$ cat config.mk
export PLATFORM = sky130hd
export DESIGN_NAME = gpio_bank_ctrl
export DESIGN_NICKNAME = d
export VERILOG_FILES = /design/src/rtl/gpio_ctrl_pkg.sv /design/src/rtl/gpio_bus_decode.sv /design/src/rtl/gpio_pin_cell.sv /design/src/rtl/gpio_bitmap_regs.sv /design/src/rtl/gpio_bank_ctrl.sv
export SDC_FILE = /design/constraint.sdc
export NUM_CORES = 2
export LEC_CHECK = 0
export BUFFER_PORTS_ARGS = -buffer_cell sky130_fd_sc_hd__buf_2
export CORE_UTILIZATION = 60
export DETAILED_ROUTE_END_ITERATION = 8
export PLACE_DENSITY = 0.79
export SLEW_MARGIN = 30
export SYNTH_ARGS = -nofsm -noshare
export SYNTH_HDL_FRONTEND = slang
export SYNTH_SLANG_ARGS = --single-unit
$ cat constraint.sdc
create_clock -name clk -period 8.1 [get_ports clk]
set_input_delay 0.405 -clock clk [delete_from_list [all_inputs] [get_ports clk]]
set_output_delay 0.405 -clock clk [all_outputs]
set_load 0.01 [all_outputs]
$ cat src/rtl/gpio_ctrl_pkg.sv
package gpio_ctrl_pkg;

    localparam int OWN_BASE   = 'h000;
    localparam int ROUTE_ADDR = 'h07C;
    localparam int STAT_BASE  = 'h080;
    localparam int EN_BASE    = 'h090;
    localparam int CFG_BASE   = 'h100;
    localparam int CFG_STRIDE = 8;
    localparam int WORD_BITS  = 32;

    localparam int C1_OUT  = 31;
    localparam int C1_IN   = 30;
    localparam int C1_TSEL = 4;
    localparam int C1_TINV = 3;
    localparam int C1_DIR  = 2;
    localparam int C1_USE  = 0;
    localparam int C2_SDIS = 2;

    typedef enum logic [2:0] {
        RG_NONE, RG_OWN, RG_ROUTE, RG_STAT, RG_EN, RG_CFG1, RG_CFG2
    } region_t;

    typedef struct packed {
        logic       out_lvl;
        logic       trig_lvl;
        logic       trig_inv;
        logic       dir_in;
        logic       use_gpio;
        logic       sense_dis;
        logic [1:0] pull;
    } pin_cfg_t;

    localparam pin_cfg_t CFG_RESET = '{out_lvl: 1'b0, trig_lvl: 1'b0, trig_inv: 1'b0,
                                       dir_in: 1'b1, use_gpio: 1'b1, sense_dis: 1'b1,
                                       pull: 2'b00};

endpackage

$ cat src/rtl/gpio_bus_decode.sv
module gpio_bus_decode
    import gpio_ctrl_pkg::*;
#(
    parameter int ADDR_W    = 12,
    parameter int NUM_PINS  = 94,
    parameter int NUM_WORDS = 3,
    parameter int PIDX_W    = 7,
    parameter int WIDX_W    = 2
) (
    input  logic [ADDR_W-1:0] addr,
    output region_t           region,
    output logic [WIDX_W-1:0] widx,
    output logic [PIDX_W-1:0] pidx
);
    localparam logic [ADDR_W-1:0] A_OWN   = ADDR_W'(OWN_BASE);
    localparam logic [ADDR_W-1:0] A_STAT  = ADDR_W'(STAT_BASE);
    localparam logic [ADDR_W-1:0] A_EN    = ADDR_W'(EN_BASE);
    localparam logic [ADDR_W-1:0] A_CFG   = ADDR_W'(CFG_BASE);
    localparam logic [ADDR_W-1:0] A_ROUTE = ADDR_W'(ROUTE_ADDR);
    localparam logic [ADDR_W-1:0] BM_SPAN  = ADDR_W'(4 * NUM_WORDS);
    localparam logic [ADDR_W-1:0] CFG_SPAN = ADDR_W'(CFG_STRIDE * NUM_PINS);

    logic [ADDR_W-1:0] off_own, off_stat, off_en, off_cfg;

    always_comb begin
        off_own  = addr - A_OWN;
        off_stat = addr - A_STAT;
        off_en   = addr - A_EN;
        off_cfg  = addr - A_CFG;
        region   = RG_NONE;
        widx     = '0;
        pidx     = '0;
        if (off_own < BM_SPAN) begin
            region = RG_OWN;
            widx   = off_own[WIDX_W+1:2];
        end else if (addr == A_ROUTE) begin
            region = RG_ROUTE;
        end else if (off_stat < BM_SPAN) begin
            region = RG_STAT;
            widx   = off_stat[WIDX_W+1:2];
        end else if (off_en < BM_SPAN) begin
            region = RG_EN;
            widx   = off_en[WIDX_W+1:2];
        end else if (off_cfg < CFG_SPAN) begin
            region = off_cfg[2] ? RG_CFG2 : RG_CFG1;
            pidx   = off_cfg[PIDX_W+2:3];
        end
    end
endmodule

$ cat src/rtl/gpio_pin_cell.sv
module gpio_pin_cell
    import gpio_ctrl_pkg::*;
#(
    parameter int SYNC_STAGES = 2
) (
    input  logic        clk,
    input  logic        rst_n,
    input  logic        pin_in,
    input  logic        wr_cfg1,
    input  logic        wr_cfg2,
    input  logic [31:0] wdata,
    output logic [31:0] cfg1_rd,
    output logic [31:0] cfg2_rd,
    output logic        pin_out,
    output logic        pin_oe,
    output logic        evt_o
);
    typedef struct packed {
        pin_cfg_t               cfg;
        logic [SYNC_STAGES-1:0] sync;
        logic                   prev;
    } cell_state_t;

    cell_state_t state_d, state_q;
    logic lvl, armed;

    assign lvl   = state_q.sync[SYNC_STAGES-1];
    assign armed = !state_q.cfg.sense_dis && state_q.cfg.use_gpio && state_q.cfg.dir_in;

    always_comb begin
        state_d      = state_q;
        state_d.sync = {state_q.sync[SYNC_STAGES-2:0], pin_in};
        state_d.prev = lvl;
        if (wr_cfg1) begin
            state_d.cfg.out_lvl  = wdata[C1_OUT];
            state_d.cfg.trig_lvl = wdata[C1_TSEL];
            state_d.cfg.trig_inv = wdata[C1_TINV];
            state_d.cfg.dir_in   = wdata[C1_DIR];
            state_d.cfg.use_gpio = wdata[C1_USE];
        end
        if (wr_cfg2) begin
            state_d.cfg.sense_dis = wdata[C2_SDIS];
            state_d.cfg.pull      = wdata[1:0];
        end
    end

    always_ff @(posedge clk) begin
        if (!rst_n) begin
            state_q <= '{cfg: CFG_RESET, sync: '0, prev: 1'b0};
        end else begin
            state_q <= state_d;
        end
    end

    always_comb begin
        unique case ({state_q.cfg.trig_lvl, state_q.cfg.trig_inv})
            2'b00:   evt_o = armed && lvl && !state_q.prev;
            2'b01:   evt_o = armed && !lvl && state_q.prev;
            2'b10:   evt_o = armed && !lvl;
            default: evt_o = armed && lvl;
        endcase
    end

    always_comb begin
        cfg1_rd          = '0;
        cfg1_rd[C1_OUT]  = state_q.cfg.out_lvl;
        cfg1_rd[C1_IN]   = lvl && !state_q.cfg.sense_dis;
        cfg1_rd[C1_TSEL] = state_q.cfg.trig_lvl;
        cfg1_rd[C1_TINV] = state_q.cfg.trig_inv;
        cfg1_rd[C1_DIR]  = state_q.cfg.dir_in;
        cfg1_rd[C1_USE]  = state_q.cfg.use_gpio;
        cfg2_rd          = '0;
        cfg2_rd[C2_SDIS] = state_q.cfg.sense_dis;
        cfg2_rd[1:0]     = state_q.cfg.pull;
    end

    assign pin_out = state_q.cfg.out_lvl;
    assign pin_oe  = state_q.cfg.use_gpio && !state_q.cfg.dir_in;

    // A rising-edge event must trace back to a high pin two flops earlier.
    assert_rise_sync_R6: assert property (@(posedge clk) disable iff (!rst_n)
        (evt_o && !state_q.cfg.trig_lvl && !state_q.cfg.trig_inv) |-> $past(pin_in, 2));

    // A falling-edge event must trace back to a low pin two flops earlier.
    assert_fall_sync_R5: assert property (@(posedge clk) disable iff (!rst_n)
        (evt_o && !state_q.cfg.trig_lvl && state_q.cfg.trig_inv) |-> !$past(pin_in, 2));
endmodule

$ cat src/rtl/gpio_bitmap_regs.sv
module gpio_bitmap_regs
    import gpio_ctrl_pkg::*;
#(
    parameter int                  NUM_PINS  = 94,
    parameter int                  NUM_WORDS = 3,
    parameter int                  WIDX_W    = 2,
    parameter logic [NUM_PINS-1:0] OWN_RESET = '1
) (
    input  logic                clk,
    input  logic                rst_n,
    input  logic [NUM_PINS-1:0] evt,
    input  logic                wr_own,
    input  logic                wr_stat,
    input  logic                wr_en,
    input  logic [WIDX_W-1:0]   widx,
    input  logic [31:0]         wdata,
    output logic [NUM_PINS-1:0] own_vec,
    output logic [NUM_PINS-1:0] stat_vec,
    output logic [NUM_PINS-1:0] en_vec
);
    typedef struct packed {
        logic [NUM_PINS-1:0] own;
        logic [NUM_PINS-1:0] stat;
        logic [NUM_PINS-1:0] en;
    } bm_state_t;

    bm_state_t state_d, state_q;
    logic [NUM_PINS-1:0] clr;

    always_comb begin
        state_d = state_q;
        clr     = '0;
        for (int p = 0; p < NUM_PINS; p++) begin
            if (widx == WIDX_W'(p / WORD_BITS)) begin
                if (wr_own) state_d.own[p] = wdata[p % WORD_BITS];
                if (wr_en)  state_d.en[p]  = wdata[p % WORD_BITS];
                if (wr_stat) clr[p] = wdata[p % WORD_BITS];
            end
        end
        state_d.stat = (state_q.stat & ~clr) | evt;
    end

    always_ff @(posedge clk) begin
        if (!rst_n) begin
            state_q <= '{own: OWN_RESET, stat: '0, en: '0};
        end else begin
            state_q <= state_d;
        end
    end

    assign own_vec  = state_q.own;
    assign stat_vec = state_q.stat;
    assign en_vec   = state_q.en;

    // A one-to-clear with no competing event leaves the bit at 0.
    assert_w1c_R8: assert property (@(posedge clk) disable iff (!rst_n)
        (|(clr & ~evt)) |=> ((state_q.stat & $past(clr & ~evt)) == '0));

    // Every event lands in status on the next cycle, clear or not.
    assert_latch_R7: assert property (@(posedge clk) disable iff (!rst_n)
        (|evt) |=> ((state_q.stat & $past(evt)) == $past(evt)));
endmodule

$ cat src/rtl/gpio_bank_ctrl.sv
module gpio_bank_ctrl
    import gpio_ctrl_pkg::*;
#(
    parameter int NUM_PINS    = 94,
    parameter int ADDR_W      = 12,
    parameter int SYNC_STAGES = 2
) (
    input  logic                clk,
    input  logic                rst_n,
    input  logic                bus_sel,
    input  logic                bus_wr,
    input  logic [ADDR_W-1:0]   bus_addr,
    input  logic [31:0]         bus_wdata,
    output logic [31:0]         bus_rdata,
    input  logic [NUM_PINS-1:0] pin_in,
    output logic [NUM_PINS-1:0] pin_out,
    output logic [NUM_PINS-1:0] pin_oe,
    output logic [1:0]          irq_o
);
    localparam int NUM_WORDS = (NUM_PINS + WORD_BITS - 1) / WORD_BITS;
    localparam int PAD_W     = NUM_WORDS * WORD_BITS;
    localparam int WIDX_W    = (NUM_WORDS > 1) ? $clog2(NUM_WORDS) : 1;
    localparam int PIDX_W    = (NUM_PINS > 1) ? $clog2(NUM_PINS) : 1;

    region_t           region;
    logic [WIDX_W-1:0] widx;
    logic [PIDX_W-1:0] pidx;
    logic              wr, rd;

    assign wr = bus_sel && bus_wr;
    assign rd = bus_sel && !bus_wr;

    gpio_bus_decode #(
        .ADDR_W(ADDR_W), .NUM_PINS(NUM_PINS), .NUM_WORDS(NUM_WORDS),
        .PIDX_W(PIDX_W), .WIDX_W(WIDX_W)
    ) u_decode (
        .addr(bus_addr), .region(region), .widx(widx), .pidx(pidx)
    );

    logic [NUM_PINS-1:0] evt, own_vec, stat_vec, en_vec;

    gpio_bitmap_regs #(
        .NUM_PINS(NUM_PINS), .NUM_WORDS(NUM_WORDS), .WIDX_W(WIDX_W),
        .OWN_RESET({NUM_PINS{1'b1}})
    ) u_bitmap (
        .clk(clk), .rst_n(rst_n), .evt(evt),
        .wr_own(wr && region == RG_OWN),
        .wr_stat(wr && region == RG_STAT),
        .wr_en(wr && region == RG_EN),
        .widx(widx), .wdata(bus_wdata),
        .own_vec(own_vec), .stat_vec(stat_vec), .en_vec(en_vec)
    );

    logic [31:0] cfg1_arr [NUM_PINS];
    logic [31:0] cfg2_arr [NUM_PINS];

    for (genvar p = 0; p < NUM_PINS; p++) begin : g_pin
        gpio_pin_cell #(.SYNC_STAGES(SYNC_STAGES)) u_cell (
            .clk(clk), .rst_n(rst_n), .pin_in(pin_in[p]),
            .wr_cfg1(wr && region == RG_CFG1 && pidx == PIDX_W'(p)),
            .wr_cfg2(wr && region == RG_CFG2 && pidx == PIDX_W'(p)),
            .wdata(bus_wdata),
            .cfg1_rd(cfg1_arr[p]), .cfg2_rd(cfg2_arr[p]),
            .pin_out(pin_out[p]), .pin_oe(pin_oe[p]), .evt_o(evt[p])
        );
    end

    typedef struct packed {
        logic        route;
        logic [31:0] rdata;
    } top_state_t;

    top_state_t state_d, state_q;
    logic [PAD_W-1:0] own_pad, stat_pad, en_pad;
    logic [31:0]      rd_val;
    logic             pending;

    assign own_pad  = PAD_W'(own_vec);
    assign stat_pad = PAD_W'(stat_vec);
    assign en_pad   = PAD_W'(en_vec);

    always_comb begin
        unique case (region)
            RG_OWN:   rd_val = own_pad[widx*WORD_BITS +: WORD_BITS];
            RG_STAT:  rd_val = stat_pad[widx*WORD_BITS +: WORD_BITS];
            RG_EN:    rd_val = en_pad[widx*WORD_BITS +: WORD_BITS];
            RG_ROUTE: rd_val = {31'b0, state_q.route};
            RG_CFG1:  rd_val = cfg1_arr[pidx];
            RG_CFG2:  rd_val = cfg2_arr[pidx];
            default:  rd_val = '0;
        endcase
    end

    always_comb begin
        state_d       = state_q;
        state_d.rdata = rd ? rd_val : '0;
        if (wr && region == RG_ROUTE) state_d.route = bus_wdata[0];
    end

    always_ff @(posedge clk) begin
        if (!rst_n) begin
            state_q <= '{route: 1'b0, rdata: '0};
        end else begin
            state_q <= state_d;
        end
    end

    assign pending   = |(stat_vec & en_vec);
    assign irq_o     = {pending && state_q.route, pending && !state_q.route};
    assign bus_rdata = state_q.rdata;

    // Never both lines at once.
    assert_irq_onehot_R10: assert property (@(posedge clk) disable iff (!rst_n)
        $onehot0(irq_o));

    // A raised line needs an enabled, latched status bit.
    assert_irq_source_R10: assert property (@(posedge clk) disable iff (!rst_n)
        (|irq_o) |-> (|(stat_vec & en_vec)));

    // Read data is zero in any cycle that follows no read request.
    assert_rdata_idle_R11: assert property (@(posedge clk) disable iff (!rst_n)
        !(bus_sel && !bus_wr) |=> (bus_rdata == 32'h0));
endmodule

Word level (Yosys, flattened, before mapping)
Index checks and enable logic that the tools add are counted.

Equality and inequality tests: 290. Muxes and demuxes: 242. Reduce and logical (&&, ||, !) cells: 1432. $add $sub $neg: 3. Bitwise logic cells: 5. Shift operators: 3. Order comparisons: 5.

Operators by type and width (number): $logic_and A1 B1 Y1 (950); $bmux W32 S7 (2); $logic_not A1 Y1 (378); $shiftx A96 B8 Y32 (3); $pmux W1 S3 (94); $eq A7 B6 Y1 const B (32); $eq A7 B7 Y1 const B (30); $pmux W32 S6 (1); $eq A2 B1 Y1 const B (95); $eq A2 B2 Y1 const B (95); $logic_not A2 Y1 (95); $and A94 B94 Y94 (2); $mux W32 (4); $mux W1 (126); $eq A7 B5 Y1 const B (16); $not A94 Y94 (1); $or A94 B94 Y94 (1); $reduce_or A94 Y1 (1); $eq A7 B4 Y1 const B (8); $lt A12 B4 Y1 const B (3); $mux W7 (5); $eq A7 B3 Y1 const B (4); $sub A12 B8 Y12 const B (2); $mux W3 (5); 13 further kinds (27).

Output and inout port bits: 222. Logic and storage cells: 2835. Bits of input ports: 142. Bits in registers: 1349.

Logic depth before layout (Yosys ltp)
Word-level depth: 14. Depth in mapped cells: 15. Mapped depth without buffers: 11.

By module
From an unflattened synthesis, not the netlist that was laid out.

Cell total of the unflattened synthesis: 15571. Area, all modules: 149746.1 um2.

By module, submodules not included: gpio_pin_cell at g_pin[0].u_cell ... (sequential area each 220.2 um2, cells each 104, area each 914.6 um2, instances 93); gpio_bank_ctrl (sequential area each 660.6 um2, cells each 4649, area each 52272.6 um2, instances 1); gpio_bitmap_regs (sequential area each 5645.4 um2, cells each 1095, area each 11130.7 um2, instances 1); gpio_pin_cell at g_pin[48].u_cell (sequential area each 220.2 um2, cells each 105, area each 920.9 um2, instances 1); gpio_bus_decode (sequential area each 0.0 um2, cells each 50, area each 361.6 um2, instances 1).

Worst setup path before layout
No wires, ideal clock.

Path type: in2reg. Start: input bus_addr[8]. End: register g_pin[16].u_cell.state_q, in the netlist g_pin[16].u_cell.cfg2_rd[2]. Setup time: 137 ps. Arrival: 3018 ps. Setup slack: 4946 ps. Path buffers: 4. Stages: 14. Cell sequence: inv_1 > ha_1 > buf_2 > or3b_2 > nor4_4 > nor2_2 > and3_1 > buf_2 > nor2_2 > nand2_2 > buf_4 > clkbuf_1 > o21ai_0 > nand3_1.

Cells in the longest elaborated chain, start to end: 10.

Ends and longest elaborated chain: from (decl) (RTL line gpio_bank_ctrl.sv:12) `input logic [ADDR_W-1:0] bus_addr,`; $sub A12 B9 Y12 (RTL line gpio_bus_decode.sv:29) `off_cfg = addr - A_CFG;`; $lt A12 B10 Y1 (RTL line gpio_bus_decode.sv:44) `end else if (off_cfg < CFG_SPAN) begin`; $mux W3 (RTL line gpio_bus_decode.sv:44); $mux W3 (RTL line gpio_bus_decode.sv:41) `end else if (off_en < BM_SPAN) begin`; $mux W3 (RTL line gpio_bus_decode.sv:38) `end else if (off_stat < BM_SPAN) begin`; $mux W3 (RTL line gpio_bus_decode.sv:36) `end else if (addr == A_ROUTE) begin`; $mux W3 (RTL line gpio_bus_decode.sv:33) `if (off_own < BM_SPAN) begin`; $eq A3 B3 Y1 (RTL line gpio_bank_ctrl.sv:61) `.wr_cfg2(wr && region == RG_CFG2 && pidx == PIDX_W'(p)),`; $logic_and A1 B1 Y1 (RTL line gpio_bank_ctrl.sv:61); $logic_and A1 B1 Y1 (*) (RTL line gpio_bank_ctrl.sv:61); to (signal assigned) (RTL line gpio_pin_cell.sv:49) `state_q <= '{cfg: CFG_RESET, sync: '0, prev: 1'b0};`; to (signal assigned) (RTL line gpio_pin_cell.sv:51) `state_q <= state_d;`; to (decl) (RTL line gpio_pin_cell.sv:24) `cell_state_t state_d, state_q;`.

Mark *: on every way between the ends. The rest lies on a longest branch, timed or not. A chain may end at the register's enable or synchronous reset.

Worst setup path in the final report
Start: input bus_addr[8]. End: register u_bitmap.state_q, in the netlist u_bitmap.en_vec[43].

Cells in the longest elaborated chain, start to end: 10.

Ends and longest elaborated chain: $sub A12 B9 Y12 (RTL line gpio_bus_decode.sv:29); $lt A12 B10 Y1 (RTL line gpio_bus_decode.sv:44); $mux W3 (RTL line gpio_bus_decode.sv:44); $mux W3 (RTL line gpio_bus_decode.sv:41); $mux W3 (RTL line gpio_bus_decode.sv:38); $mux W3 (RTL line gpio_bus_decode.sv:36); $mux W3 (RTL line gpio_bus_decode.sv:33); $eq A3 B3 Y1 (RTL line gpio_bank_ctrl.sv:49) `.wr_en(wr && region == RG_EN),`; $logic_and A1 B1 Y1 (RTL line gpio_bank_ctrl.sv:49); $reduce_and A2 Y1 (no line) (*); to (signal assigned) (RTL line gpio_bitmap_regs.sv:45) `state_q <= '{own: OWN_RESET, stat: '0, en: '0};`; to (signal assigned) (RTL line gpio_bitmap_regs.sv:47) `state_q <= state_d;`; to (decl) (RTL line gpio_bitmap_regs.sv:27) `bm_state_t state_d, state_q;`.

Marked as above.

==> reports/metrics.yaml <==
status: "finished, final reports clean"
boundaryPins: 364
dpl.hpwl_um: 193000
r2r_end: "bus_rdata[0]"
wl_met1_um: 102000
cts_resized: 0
clk_latency_ps: 790
cts.hold.buffers_added: 121
wl_met2_um: 116000
design.final.nets: 7948
routabilityCongestion: 1.11
min_period_over_period_pct: 63.0
cts_made_buffers: 142
wl_met3_um: 42300
ys.flop_type: "dfxtp_1"
grt_usage_pct: 50.2
htree_num_levels: 4
yosysUniqueCellTypes: 89
async_flop_share_pct: 0
slew-limit-headroom_pct: 18.8
rsz0062_at_grt: "no"
numPortBuffers: 363
rows: 120
numClockSinks: 1349
synth-seq-area-share_pct: 41.7
hold_path_end: "u_bitmap.en_vec[42]"
die_w_um: 330
start_util_pct: 60.4
synth_edf_count: 0
period_needed_ps: 5100
worstSetupPathType: "primary input to flop"
setup_tns_ps: 0
syn_area_um2: 64700
routedWlPerCell_um: 30.5
finalNonFillerCells: 9328
drtPass1Iterations: 9
cp-end-kind: "flop"
grt_pass1_wl_um: 402000
tritoncts: "built"
vias: 64500
stdcell_area_um2: 71800
r2r_cells: 9
worst_pin_slew_ps: 1210
synthCells: 7899
maxCapViolCount: 0
cts_max_path_buffers: 3
r2r_slack_ps: 4720
maxUsedRoutingLayer: "met5"
cp.required_ps: 8780
grt_pass1_vias: 58100
p_leak_nw: 28.1
die_area_um2: 109000
overflow: 0
dp.cells: 8937
holdCritPathClass: "primary input to flop"
ant_nets: 0
fmax_mhz: 196
cp_data_arrival_time_ps: 5790
dpl-instance-area_um2: 65600
post_cts_buffers: 0
yosys_warnings: 0
start_kind: "primary input"
areaGrowthSynthToFinish_pct: 10.9
maxSlewViolCount: 0
viasPerCell: 6.91
drt-total-wl_um: 285000
vdd_drop_max_v: 0.000180
finalSetupViolations: 0
grt_max_degree: 192
die_h_um: 330
ys_ff_latch: 1349
synth.avg_cell_area_um2: 8.19
hold_start: "bus_wdata[10]"
regToRegStartpoint: "g_pin[53].u_cell.cfg2_rd[0]"
drtIter0Drc: 10200
drive_gt1_share_pct: 11.6
cts-root-buf: "clkbuf_16"
mappedNetlistNets: 8046
drc_errors: 0
fin_skew_ps: 25.6
path_clk_slew_ps: 60
path_max_fanout: 32
core-area_um2: 107000
antenna_found_initial: 36
p_per_area_nw_per_um2: 205
hold_depth: 3
final-hold-violation-count: 0
## stage by stage
| stage | setup slack [ps] | utilization (%) | power [mW] | hold slack, ps |
|---|---|---|---|---|
| detailed placement | 2470 | 61.2 | 7.80 | 417 |
| global route | 2900 | 67.0 | 14.9 | 36.2 |
| CTS | 3260 | 67.0 | 14.6 | 18.3 |
| finish | 3000 | 67.1 | 14.7 | 37.7 |
| floorplan | 4950 | - | 7.40 | 412 |
| global placement | 2680 | 61.2 | 7.79 | 413 |
## cell type report
| class | count | area [um2] |
|---|---|---|
| Clock buffer | 189 | 3970 |
| Timing Repair Buffer | 631 | 4390 |
| Fill cell | 8712 | 35300 |
| Inverter | 65 | 246 |
| Antenna cell | 12 | 30.0 |
| Clock inverter | 67 | 947 |
| Multi-Input combinational cell | 5612 | 33400 |
| Sequential cell | 1349 | 27000 |
| Tap cell | 1403 | 1760 |
## state kept, by name, indices dropped and copies added, names as in the netlist
name	cells
u_bitmap.stat_vec	94
g_pin.u_cell.lvl	94
g_pin.u_cell.cfg1_rd	376
u_bitmap.en_vec	94
bus_rdata	32
g_pin.u_cell.state_d	94
u_bitmap.own_vec	94
g_pin.u_cell.pin_out	94
g_pin.u_cell.cfg2_rd	282
state_q	1
g_pin.u_cell.state_q	94
## power by group
group          internal (mW)  switching, mW
registers               6.69         0.0530
clock network           3.97           2.96
logic                  0.302          0.721
## worst max-delay path: stages
cell and delay, ps:
buf_2 170, inv_1 300, ha_1 650, nand2b_1 230, xnor2_1 200, a211oi_4 750, nor2_1 320, nor2_4 820
nand2_2 600, nor2_4 970, nand2_1 110, a21boi_0 220
## cells in the mapped netlist, types with 43 or more instances
library cell	instances	area, um2
xor2_1	95	832
buf_4	230	1730
o21ai_0	318	1590
nor2b_1	145	907
a2bb2oi_1	43	377
nor2_1	191	717
nor3_1	179	896
nand2_1	1352	5070
a221oi_1	49	429
a22oi_1	118	886
dfxtp_1	1349	27000
nand3_1	893	4470
clkbuf_1	462	1730
a21boi_0	551	4140
buf_2	154	771
mux2_2	70	788
o22ai_1	142	888
mux2i_1	160	1600
and3b_1	70	613
nand4_1	57	357
a21boi_1	62	465
a311oi_1	53	464
a21oi_1	209	1050
nor3b_1	79	593
and2_1	287	1800
nand4b_1	63	552
inv_1	63	236
a22o_1	66	578
## metal layers
layer  global-route usage (%)  vias to the layer above
met3                     18.3                     1228
met4                     35.3                       44
met2                     72.1                     5100
li1                         -                    27500
met5                        0                        -
met1                     62.3                    30600
## cell families (layout without fill, tap and decap cells)
group	Yosys count	after routing	synth area share, %
fa+ha+maj	5	5	0.0967
xor+xnor	97	97	1.31
flops	1349	1349	41.7
buf+inv	938	952	7.09
simple gates	3456	3456	26.4
mux	234	234	3.83
compound gates	1820	1820	19.6
other cells	0	12	0
## cells in the final DEF, fill, tap and decap left out, drive strengths merged, types with 68 or more instances in the layout
master	Yosys	routed
dfxtp	1349	1349
and2	287	287
clkbuf	462	189
nor2	205	205
o22ai	142	142
and3b	70	70
nor3	192	192
buf	411	510
nand3	897	897
mux2	70	70
nor2b	145	145
nor3b	79	79
nand2	1353	1353
a22oi	118	118
o21ai	318	318
dlygate4sd3	0	121
a21oi	209	209
mux2i	160	160
inv	63	68
a21boi	613	613
xor2	95	95
## worst max path at each step
stage | start | slack, ps | endpoint | cells after the start
after floorplan | bus_addr[8] | 4950 | g_pin[16].u_cell.cfg2_rd[2] | 14
after global placement | bus_addr[8] | 2680 | u_bitmap.en_vec[59] | 12
after detailed placement | bus_addr[8] | 2470 | u_bitmap.en_vec[51] | 12
after CTS | bus_addr[8] | 3260 | u_bitmap.en_vec[43] | 12
after global routing | bus_addr[8] | 2900 | u_bitmap.en_vec[46] | 12
final | bus_addr[8] | 3000 | u_bitmap.en_vec[43] | 12
(Power assumes the default switching activity.)
